==> src/rtl/ptape_loader.sv <==
module ptape_loader #(
  parameter int ZERO_RUN = 11
) (
  input  logic        clk,
  input  logic        rst_n,
  input  logic        start,
  input  logic        in_valid,
  input  logic [7:0]  in_data,
  input  logic        in_end,
  output logic        in_ready,
  output logic [15:0] mem_addr,
  output logic [15:0] mem_data,
  output logic        mem_we,
  output logic        done,
  output logic        csum_err,
  output logic        fmt_err
);
  localparam int ZW = $clog2(ZERO_RUN + 1);

  typedef enum logic [3:0] {
    S_IDLE, S_SKIP, S_PAD, S_OH, S_OL, S_DH, S_DL, S_WR,
    S_SH, S_SL, S_DONE, S_CERR, S_FERR
  } st_t;

  st_t         st;
  logic [7:0]  cnt, hi;
  logic [15:0] addr, word, sum;
  logic [ZW-1:0] zcnt;
  logic        loaded;
  logic        take;

  assign in_ready = (st == S_SKIP) || (st == S_PAD) || (st == S_OH) || (st == S_OL) ||
                    (st == S_DH) || (st == S_DL) || (st == S_SH) || (st == S_SL);
  assign take     = in_valid && in_ready;
  assign mem_we   = (st == S_WR);
  assign mem_addr = addr;
  assign mem_data = word;
  assign done     = (st == S_DONE);
  assign csum_err = (st == S_CERR);
  assign fmt_err  = (st == S_FERR);

  always_ff @(posedge clk or negedge rst_n) begin
    if (!rst_n) begin
      st <= S_IDLE;
      cnt <= '0;
      hi <= '0;
      addr <= '0;
      word <= '0;
      sum <= '0;
      zcnt <= '0;
      loaded <= 1'b0;
    end else if (start) begin
      st <= S_SKIP;
      sum <= '0;
      zcnt <= '0;
      loaded <= 1'b0;
    end else if (in_ready && !in_valid && in_end) begin
      st <= (st == S_SKIP) ? S_DONE : S_FERR;
    end else begin
      case (st)
        S_SKIP: if (take) begin
          if (in_data == 8'd0) begin
            if (loaded && zcnt == ZW'(ZERO_RUN - 1)) st <= S_DONE;
            else if (loaded) zcnt <= zcnt + 1'b1;
          end else begin
            cnt <= in_data;
            zcnt <= '0;
            st <= S_PAD;
          end
        end
        S_PAD: if (take) st <= S_OH;
        S_OH: if (take) begin hi <= in_data; st <= S_OL; end
        S_OL: if (take) begin
          addr <= {hi, in_data};
          sum <= {hi, in_data};
          st <= S_DH;
        end
        S_DH: if (take) begin hi <= in_data; st <= S_DL; end
        S_DL: if (take) begin
          word <= {hi, in_data};
          sum <= sum + {hi, in_data};
          st <= S_WR;
        end
        S_WR: begin
          addr <= addr + 16'd1;
          cnt <= cnt - 8'd1;
          st <= (cnt == 8'd1) ? S_SH : S_DH;
        end
        S_SH: if (take) begin hi <= in_data; st <= S_SL; end
        S_SL: if (take) begin
          if ({hi, in_data} == sum) begin
            loaded <= 1'b1;
            zcnt <= '0;
            st <= S_SKIP;
          end else st <= S_CERR;
        end
        default: ;
      endcase
    end
  end


  we_pulse_chk: assert property (@(posedge clk) disable iff (!rst_n)
    mem_we |=> !mem_we);

  we_noready_chk: assert property (@(posedge clk) disable iff (!rst_n)
    mem_we |-> !in_ready);

  addr_step_chk: assert property (@(posedge clk) disable iff (!rst_n)
    (mem_we && !start) |=> mem_addr == $past(mem_addr) + 16'd1);

  flag_hold_chk: assert property (@(posedge clk) disable iff (!rst_n)
    ((done || csum_err || fmt_err) && !start) |=> $stable({done, csum_err, fmt_err}));

  flag_excl_chk: assert property (@(posedge clk) disable iff (!rst_n)
    $onehot0({done, csum_err, fmt_err}));
endmodule

==> config.mk <==
export PLATFORM = sky130hd
export DESIGN_NAME = ptape_loader
export DESIGN_NICKNAME = d
export VERILOG_FILES = /design/src/rtl/ptape_loader.sv
export SDC_FILE = /design/constraint.sdc
export NUM_CORES = 1
export LEC_CHECK = 0
export ABC_CLOCK_PERIOD_IN_PS = 5200
export BUFFER_PORTS_ARGS = -buffer_cell sky130_fd_sc_hd__buf_2
export CORE_ASPECT_RATIO = 1.75
export CORE_MARGIN = 3
export CORE_UTILIZATION = 63
export DETAILED_ROUTE_END_ITERATION = 12
export PLACE_DENSITY = 0.92
export SKIP_CTS_REPAIR_TIMING = 1
export SYNTH_ARGS = -nofsm -noshare
export SYNTH_HDL_FRONTEND = slang
export SYNTH_SLANG_ARGS = --single-unit
==> constraint.sdc <==
create_clock -name clk -period 5.2 [get_ports clk]
set_input_delay 0.52 -clock clk [delete_from_list [all_inputs] [get_ports clk]]
set_output_delay 0.52 -clock clk [all_outputs]
set_load 0.05 [all_outputs]
Word level (Yosys, flattened, before mapping)
Cells that the tools add are included.
- bitwise logic cells: 2
- add/subtract/negate cells: 4
- multiplexer cells: 39
- reduce and logical (&&, ||, !) cells: 30
- equality and inequality tests: 35
- operator list (operator ; count):
    $mux W4 ; 22
    $mux W16 ; 4
    $pmux W16 S2 ; 2
    $pmux W4 S9 ; 1
    $ne A4 B3 Y1 const B ; 8
    $eq A4 B4 Y1 const B ; 6
    $reduce_and A4 Y1 ; 5
    $add A16 B1 Y16 const B ; 1
    $add A16 B16 Y16 ; 1
    $eq A16 B16 Y1 ; 1
    $eq A4 B3 Y1 const B ; 4
    $mux W8 ; 2
    $pmux W8 S2 ; 1
    $ne A3 B3 Y1 const B ; 4
    $reduce_bool A11 Y1 ; 1
    $reduce_and A10 Y1 ; 1
    $reduce_bool A2 Y1 ; 5
    $eq A4 B2 Y1 const B ; 2
    $eq A8 B1 Y1 const B ; 1
    $logic_not A8 Y1 ; 1
    $ne A2 B2 Y1 const B ; 4
    $ne A4 B4 Y1 const B ; 2
    $pmux W4 S2 ; 1
    $sub A8 B1 Y8 const B ; 1
    other kinds (14) ; 29
- flip-flop bits (word level): 73
- bits of input ports: 13
- output and inout bits: 37

Longest topological paths before layout
Gate-level depths: netlist of run 1.
- depth after elaboration: 13
- mapped depth: 10
- gate-level depth less buffers: 9

Least setup slack after synthesis of run 1
Ideal clock, no wire load.
- path kind: input-to-reg
- start point: in in_data[6]
- end point: reg zcnt[3]
- data required time: 5122 ps
- path buffers: 1
- stages: 8
- setup slack: 2505 ps
- arrival time: 2617 ps
- cells stage by stage: ha_1 clkbuf_1 nor4_1 nand2_1 o21a_1 or4_4 or4_1 a21oi_1
- cells in the longest elaborated chain, start to end: 6
- elaborated cells between the ends (all ways): 11
- RTL lines (element ; line ; text):
    start, declared ; 8 ; input logic [7:0] in_data,
    $logic_not A8 Y1 ; 62 ; if (in_data == 8'd0) begin
    $mux W4 ; 62 ;
    $mux W4 ; 61 ; S_SKIP: if (take) begin
    $pmux W4 S2 ; 60 ; case (st)
    $mux W4 ; 57 ; end else if (in_ready && !in_valid && in_end) begin
    $mux W4 ; 52 ; end else if (start) begin
    end signal, assigned ; 64 ; else if (loaded) zcnt <= zcnt + 1'b1;
    end, declared ; 28 ; logic [ZW-1:0] zcnt;
Several ways; a longest one is shown, not always the timed one. The select of a mux whose other input is x is not followed.
A chain may end at the register's enable or synchronous reset.

Worst setup path after layout of run 1
- start point: reg st[2]
- end point: out mem_we
- cells in the longest elaborated chain, start to end: 1
- RTL lines (element ; line ; text):
    start, declared ; 25 ; st_t st;
    start signal, assigned ; 58 ; st <= (st == S_SKIP) ? S_DONE : S_FERR;
    start signal, assigned ; 87 ; st <= (cnt == 8'd1) ? S_SH : S_DH;
    $eq A4 B3 Y1 ; 35 ; assign mem_we = (st == S_WR);
    end, declared ; 13 ; output logic mem_we,
No other way between the ends.

==> results of run 1 <==
[stage by stage]
stage               std cells  utilization
global route              694        0.737
detailed placement        678        0.690
global placement          678        0.690
floorplan                 581            -
CTS                       694        0.737
finish                    694        0.737
[cell usage in the layout, fill, tap and decap left out, types with 10 or more instances in the layout]
cell type	n
nand2_1	87
dfrtp_1	73
nor2_1	50
buf_2	49
o21ai_0	38
a21oi_1	37
ha_1	20
nand3_1	18
nor3_1	17
inv_1	16
nor4_1	13
mux2_2	11
o22a_1	10
[worst max path at each step]
stage,from,endpoint,slack (ns)
floorplan,in_data[6],zcnt[3],2.51
global placement,st[1],cnt[1],2.15
detailed placement,st[3],cnt[4],1.96
CTS,st[1],mem_we,1.68
global route,st[1],mem_we,1.43
finish,st[2],mem_we,1.60
[cell type report]
class / instances / area (sq um) / area share
clock buffer: 9 / 225 / 0.0414
clock inverter: 7 / 124 / 0.0227
inverter: 16 / 60.1 / 0.0110
multi-input combinational: 448 / 2810 / 0.516
sequential: 73 / 1830 / 0.335
tap: 86 / 108 / 0.0198
timing repair buffer: 55 / 290 / 0.0533
[sequential cells by signal (all words and copies together), names as in the netlist]
signal / count
zcnt: 4
sum: 16
mem_addr: 16
cnt: 8
mem_data: 16
st: 4
hi: 8
loaded: 1
[metal layers]
| metal | up-vias | global-route usage | wire (um) |
|---|---|---|---|
| met5 | - | 0 | 0 |
| met1 | 2295 | 0.356 | 5020 |
| met2 | 271 | 0.536 | 6930 |
| met3 | 79 | 0.0672 | 1060 |
| met4 | 0 | 0.226 | 721 |
| li1 | 2175 | - | - |
[logic make-up after synthesis]
kind of cell	Yosys count	share of synthesized area
simple gates	230	0.229
flops	73	0.375
compound gates	175	0.245
mux	11	0.0254
xor+xnor	11	0.0198
fa+ha+maj	21	0.0554
buf+inv	60	0.0506
[where the power goes]
| part | internal (mW) | switching (mW) | total [mW] |
|---|---|---|---|
| combinational | 0.497 | 0.948 | 1.44 |
| clock | 0.474 | 0.259 | 0.732 |
| sequential | 0.741 | 0.287 | 1.03 |
| total | 1.71 | 1.49 | 3.21 |
==> metrics.md, run 1 <==
| Metric | Value |
|---|---|
| Outcome | finished, final reports clean |
| Place WS | approximately 2.0 ns |
| Yosys warnings | 0 |
| Tot GR Track Use | 0.321 |
| Top cells by count, synth | nand2_1, dfrtp_1, nor2_1 |
| Reg2Reg Setup Slack | approximately 1.8 ns |
| Max-slew violations | 0 |
| Final GP Congestion | approximately 0.95 |
| Hold Vio Cnt, Final | 0 |
| DRT Pass-1 Iters | 5 |
| CTS tree | done |
| Cells after Synth | around 580 |
| First-pass GRT wire length | ~22000 um |
| Reg2reg path depth | 8 |
| RSZ-0062 raised after global routing | no |
| Cell family with most CP delay | buffers and inverters |
| Crit-path cells | nand2b_1, or2_2, inv_1, buf_2 |
| Die height | approximately 120 um |
| Layout cell share with drive strength beyond 1 | 0.153 |
| Period utilization | 0.692 |
| Worst r2r src | st[2] |
| Buffers & Inverters on Critical Path | 2 |
| Placed instance area | roughly 5100 sq um |
| Worst Tran Pin Value | about 1.1 ns |
| Synth area leaders | dfrtp_1, nand2_1, ha_1 |
| Total wire length | 13700 um |
| Netlist cell types | 68 |
| RR Endpoint | cnt[4] |
| Clock sinks | 73 |
| DRT iter0 DRCs | approximately 550 |
| Final number of setup-violating endpoints | 0 |
| Clock root buffer | clkbuf_16 |
| Fin crit period | 3.60 ns |
| Antenna viol nets, final | 0 |
| Fillers | approximately 540 |
| Main synth FF type | dfrtp_1 |
| H-tree depth | 3 |
| Startpoint types | flop |
| Via Count | around 4800 |
| Synth top area share | 0.375 |
| Total power | 3.21 mW |
| N_diodes | 0 |
| PortBufs | ~50 |
| Vias in the first global route | approximately 4800 |
| Hold Slack | roughly 0.38 ns |
| Setup ws final | about 1.6 ns |
| Slew Limit Headroom | 0.234 |
| DRC Markers | 0 |
| Async SR Flop Fraction | 1.00 |
| Max stage delay on crit path | about 0.8 ns |
| Max cap viols | 0 |
| Worst setup path class | reg2out |
| Synthesized flop and latch total | 73 |
| Cell area power density | slightly below 600 nW/um^2 |
| Routed length per instance | between 15 and 20 um |
| GR Overflow Total | 0 |
| Die W | 72.5 um |
| Register area share after synthesis | 0.375 |
| FMAX | between 0.2 and 0.3 GHz |
| Clock skew | approximately 0.0082 ns |
| Clock Path Buffers | 2 |
| Initial antenna violation count | 0 |
| Clock latency on the worst-skew pair | 0.34 ns |
| Core Region | roughly 7400 sq um |
| # IOs | 50 |
| Nets@finish | between 600 and 700 |
| Max IR drop VDD | roughly 430 uV |
| Synthesized area per cell | between 8 and 9 sq um |
| FP Rows | 41 |
| Setup TNS | 0 ns |
| Slowest CP cell | inv_1 |
| Design area | between 5000 and 6000 sq um |
| CTS buffer count | 9 |
| Cell with the most instances after synthesis | nand2_1 |
| Syn Nets | approximately 620 |
| Hold Path Class | in2async |
| Initial Utilization | 0.660 |
| Post-synth EDFFs | 0 |
| WP data arrival | 3.08 ns |
| Max Fanout on Critical Path | 33 |
| Syn Std Cell Area | 4870 sq um |
| Clock transition at the registers of the reported paths | about 0.060 ns |
| Worst path depth | 4 |
| Critical Path RT | ~4.7 ns |
| Die area | ~8900 sq um |
| Pin count of the biggest net entering global routing | 74 |
| Vias per std cell | roughly 6.9 |
| Critical Path End Type | output pin |
| Area Overhead vs Synth | 11.7% |
| LEAKAGE | 2.50 nW |
| Dpl hpwl | between 9000 and 10000 um |
| Yosys top cell by area | dfrtp_1 |
Note: power is estimated with default switching activity, not from simulation.
==> inputs of run 2 (changes only) <==
Settings changed: ABC_AREA set to 1, ABC_CLOCK_PERIOD_IN_PS 5200 to 3100, CORE_UTILIZATION 63 to 54, PLACE_DENSITY 0.92 to 0.85.
Clock period 5.2 ns to 3.1 ns, I/O delays scaled along.
==> metrics.md, run 2 <==
| Metric | Value |
|---|---|
| Most common cell after layout, fill and taps aside | nand2_1 (unchanged) |
| Routed length per instance | 15.6 um (was 19.8 um) |
| Yosys top cell by area | dfrtp_1 (unchanged) |
| GR Overflow Total | 0 (unchanged) |
| Final number of setup-violating endpoints | 0 (unchanged) |
| PortBufs | 49 (unchanged) |
| Cell family with most CP delay | simple AND/OR/NAND/NOR gates (was buffers and inverters) |
| Clock sinks | 73 (unchanged) |
| Max Fanout on Critical Path | 19 (was 33) |
| # IOs | 50 (unchanged) |
| Final GP Congestion | 0.976 (was 0.951) |
| LEAKAGE | 3.08 nW (was 2.50 nW) |
| Max stage delay on crit path | 0.50 ns (was 0.82 ns) |
| Max-slew violations | 0 (unchanged) |
| Antenna viol nets, final | 0 (unchanged) |
| Area Overhead vs Synth | 13.0% (was 11.7%) |
| WP data arrival | 2.46 ns (was 3.08 ns) |
| CTS tree | done (unchanged) |
| Via Count | 5237 (was 4820) |
| Netlist cell types | 35 (was 68) |
| H-tree depth | 3 (unchanged) |
| Clock skew | 0.00599 ns (was 0.00825 ns) |
| Synthesized area per cell | 6.78 sq um (was 8.39 sq um) |
| Initial Utilization | 0.558 (was 0.660) |
| Critical Path End Type | flop (was output pin) |
| Max cap viols | 0 (unchanged) |
| Vias per std cell | 5.69 (was 6.95) |
| Buffers & Inverters on Critical Path | 1 (was 2) |
| Clock Path Buffers | 2 (unchanged) |
| Syn Nets | 782 (was 615) |
| Most frequent cells in the layout | nand2_1, nor2_1, inv_1 (was nand2_1, dfrtp_1, nor2_1) |
| Setup TNS | 0 ns (unchanged) |
| N_diodes | 0 (unchanged) |
| Clock latency on the worst-skew pair | 0.34 ns (about the same) |
| Outcome | finished, final reports clean (unchanged) |
| Period utilization | 0.712 |
| Worst Tran Pin Value | 0.917 ns (was 1.15 ns) |
| First-pass GRT wire length | 23500 um (was 22200 um) |
| DRT Pass-1 Iters | 5 (unchanged) |
| Hold Path Class | in2async (unchanged) |
| Max IR drop VDD | 510 uV (was 432 uV) |
| Die W | 79.3 um (was 72.5 um) |
| Clock transition at the registers of the reported paths | 0.06 ns (about the same) |
| Synthesized flop and latch total | 73 (unchanged) |
| Fin crit period | around 2.2 ns |
| DRC Markers | 0 (unchanged) |
| Nets@finish | 829 (was 637) |
| Crit-path cells | nand2_1, nor2_4, clkinv_1, a21oi_1, o21ai_0, o21ai_0 (was nand2b_1, or2_2, inv_1, buf_2) |
| RSZ-0062 raised after global routing | no (unchanged) |
| Slowest CP cell | dfrtp_1 (was inv_1) |
| FP Rows | 46 (was 41) |
| Die area | 10600 sq um (was 8870 sq um) |
| Core Region | 9090 sq um (was 7390 sq um) |
| Top cells by count, synth | nand2_1, nor2_1, inv_1 (was nand2_1, dfrtp_1, nor2_1) |
| DRT iter0 DRCs | 333 (was 546) |
| Synth top area share | 0.360 (was 0.375) |
| Cells after Synth | 748 (was 581) |
| CP dominant cell by count | o21ai_0 |
| Die height | 134 um (was 122 um) |
| Cell area power density | 952 nW/um^2 (was 589 nW/um^2) |
| Design area | 5730 sq um (was 5450 sq um) |
| Dpl hpwl | 10600 um (was 9200 um) |
| Placed instance area | 5400 sq um (was 5100 sq um) |
| Tot GR Track Use | 0.280 (was 0.321) |
| Worst setup path class | reg2reg (was reg2out) |
| Post-synth EDFFs | 0 (unchanged) |
| Pin count of the biggest net entering global routing | 74 (unchanged) |
| Async SR Flop Fraction | 1.00 (unchanged) |
| FMAX | 0.453 GHz |
| Total wire length | 14300 um (was 13700 um) |
| CTS buffer count | 9 (unchanged) |
| Layout cell share with drive strength beyond 1 | 0.120 (was 0.153) |
| Main synth FF type | dfrtp_1 (unchanged) |
| Synth area leaders | dfrtp_1, nand2_1, nand3_1 (was dfrtp_1, nand2_1, ha_1) |
| Syn Std Cell Area | 5070 sq um (was 4870 sq um) |
| Yosys warnings | 0 (unchanged) |
| Cell with the most instances after synthesis | nand2_1 (unchanged) |
| Register area share after synthesis | 0.360 (was 0.375) |
| Critical Path RT | 3.36 ns (was 4.68 ns) |
| Initial antenna violation count | 0 (unchanged) |
| Slew Limit Headroom | 0.389 (was 0.234) |
| Hold Vio Cnt, Final | 0 (unchanged) |
| Vias in the first global route | 5123 (was 4761) |
| Startpoint types | flop (unchanged) |
| Clock root buffer | clkbuf_16 (unchanged) |
==> run 2: cell types whose count changed in the layout (fill, tap and decap cells not counted), moves of 10 or more <==
cell / change
o21ai_0: +20
nor4_1: -13
o22a_1: -10
nand2_1: +150
nor2_1: +33
nor3_1: -11
inv_1: +61
nand3_1: +52
==> run 2: final timing paths <==
kind,start,endpoint,slack [ns],depth (start not counted)
max,st[1],sum[3],0.89,6
min,rst_n,mem_addr[12],0.08,1
max reg2reg,st[1],sum[3],0.89,6
min reg2reg,sum[8],sum[8],0.48,2
max in group asynchronous,rst_n,cnt[0],2.40,1
min in group clk,in_data[6],hi[6],0.25,3
==> run 2: through the flow <==
stage	instances	hold WS, ns	power (mW)	util	worst slack, ns
2_1_floorplan	748	0.0144	3.61	-	1.23
3_3_place_gp	904	0.465	4.22	0.594	0.957
3_5_place_dp	904	0.470	4.28	0.594	0.926
4_1_cts	920	0.145	5.44	0.630	0.896
5_1_grt	920	0.185	5.80	0.630	0.734
6_report	920	0.0835	5.46	0.630	0.894
==> run 2: power breakdown <==
group          internal (mW)  switching [mW]
sequential              1.27           0.361
combinational          0.711            1.97
clock                  0.729           0.418
total                   2.71            2.74
==> run 2: routing by layer <==
metal	wire, um	track usage	vias up
li1	-	-	2511
met1	5440	0.309	2444
met2	7510	0.502	230
met3	796	0.0444	52
met4	563	0.151	0
met5	0	0	-
==> run 2: cell type report <==
class | count | area [sq um]
Fill cell | 852 | 3360
Multi-Input combinational cell | 575 | 2840
Sequential cell | 73 | 1830
Inverter | 84 | 318
Timing Repair Buffer | 52 | 270
Clock buffer | 10 | 239
Tap cell | 120 | 150
Clock inverter | 6 | 90.1
==> run 2: logic make-up after synthesis <==
group                      count (synthesis)  share of synthesized area
and+or+nand+nor                          424                      0.354
AOI/OAI and AO/OA                        112                      0.119
buffers and inverters                    100                     0.0807
DFF                                       73                      0.360
adders and majority gates                 21                     0.0533
xor gates and xnor gates                  14                     0.0242
muxes                                      4                    0.00888
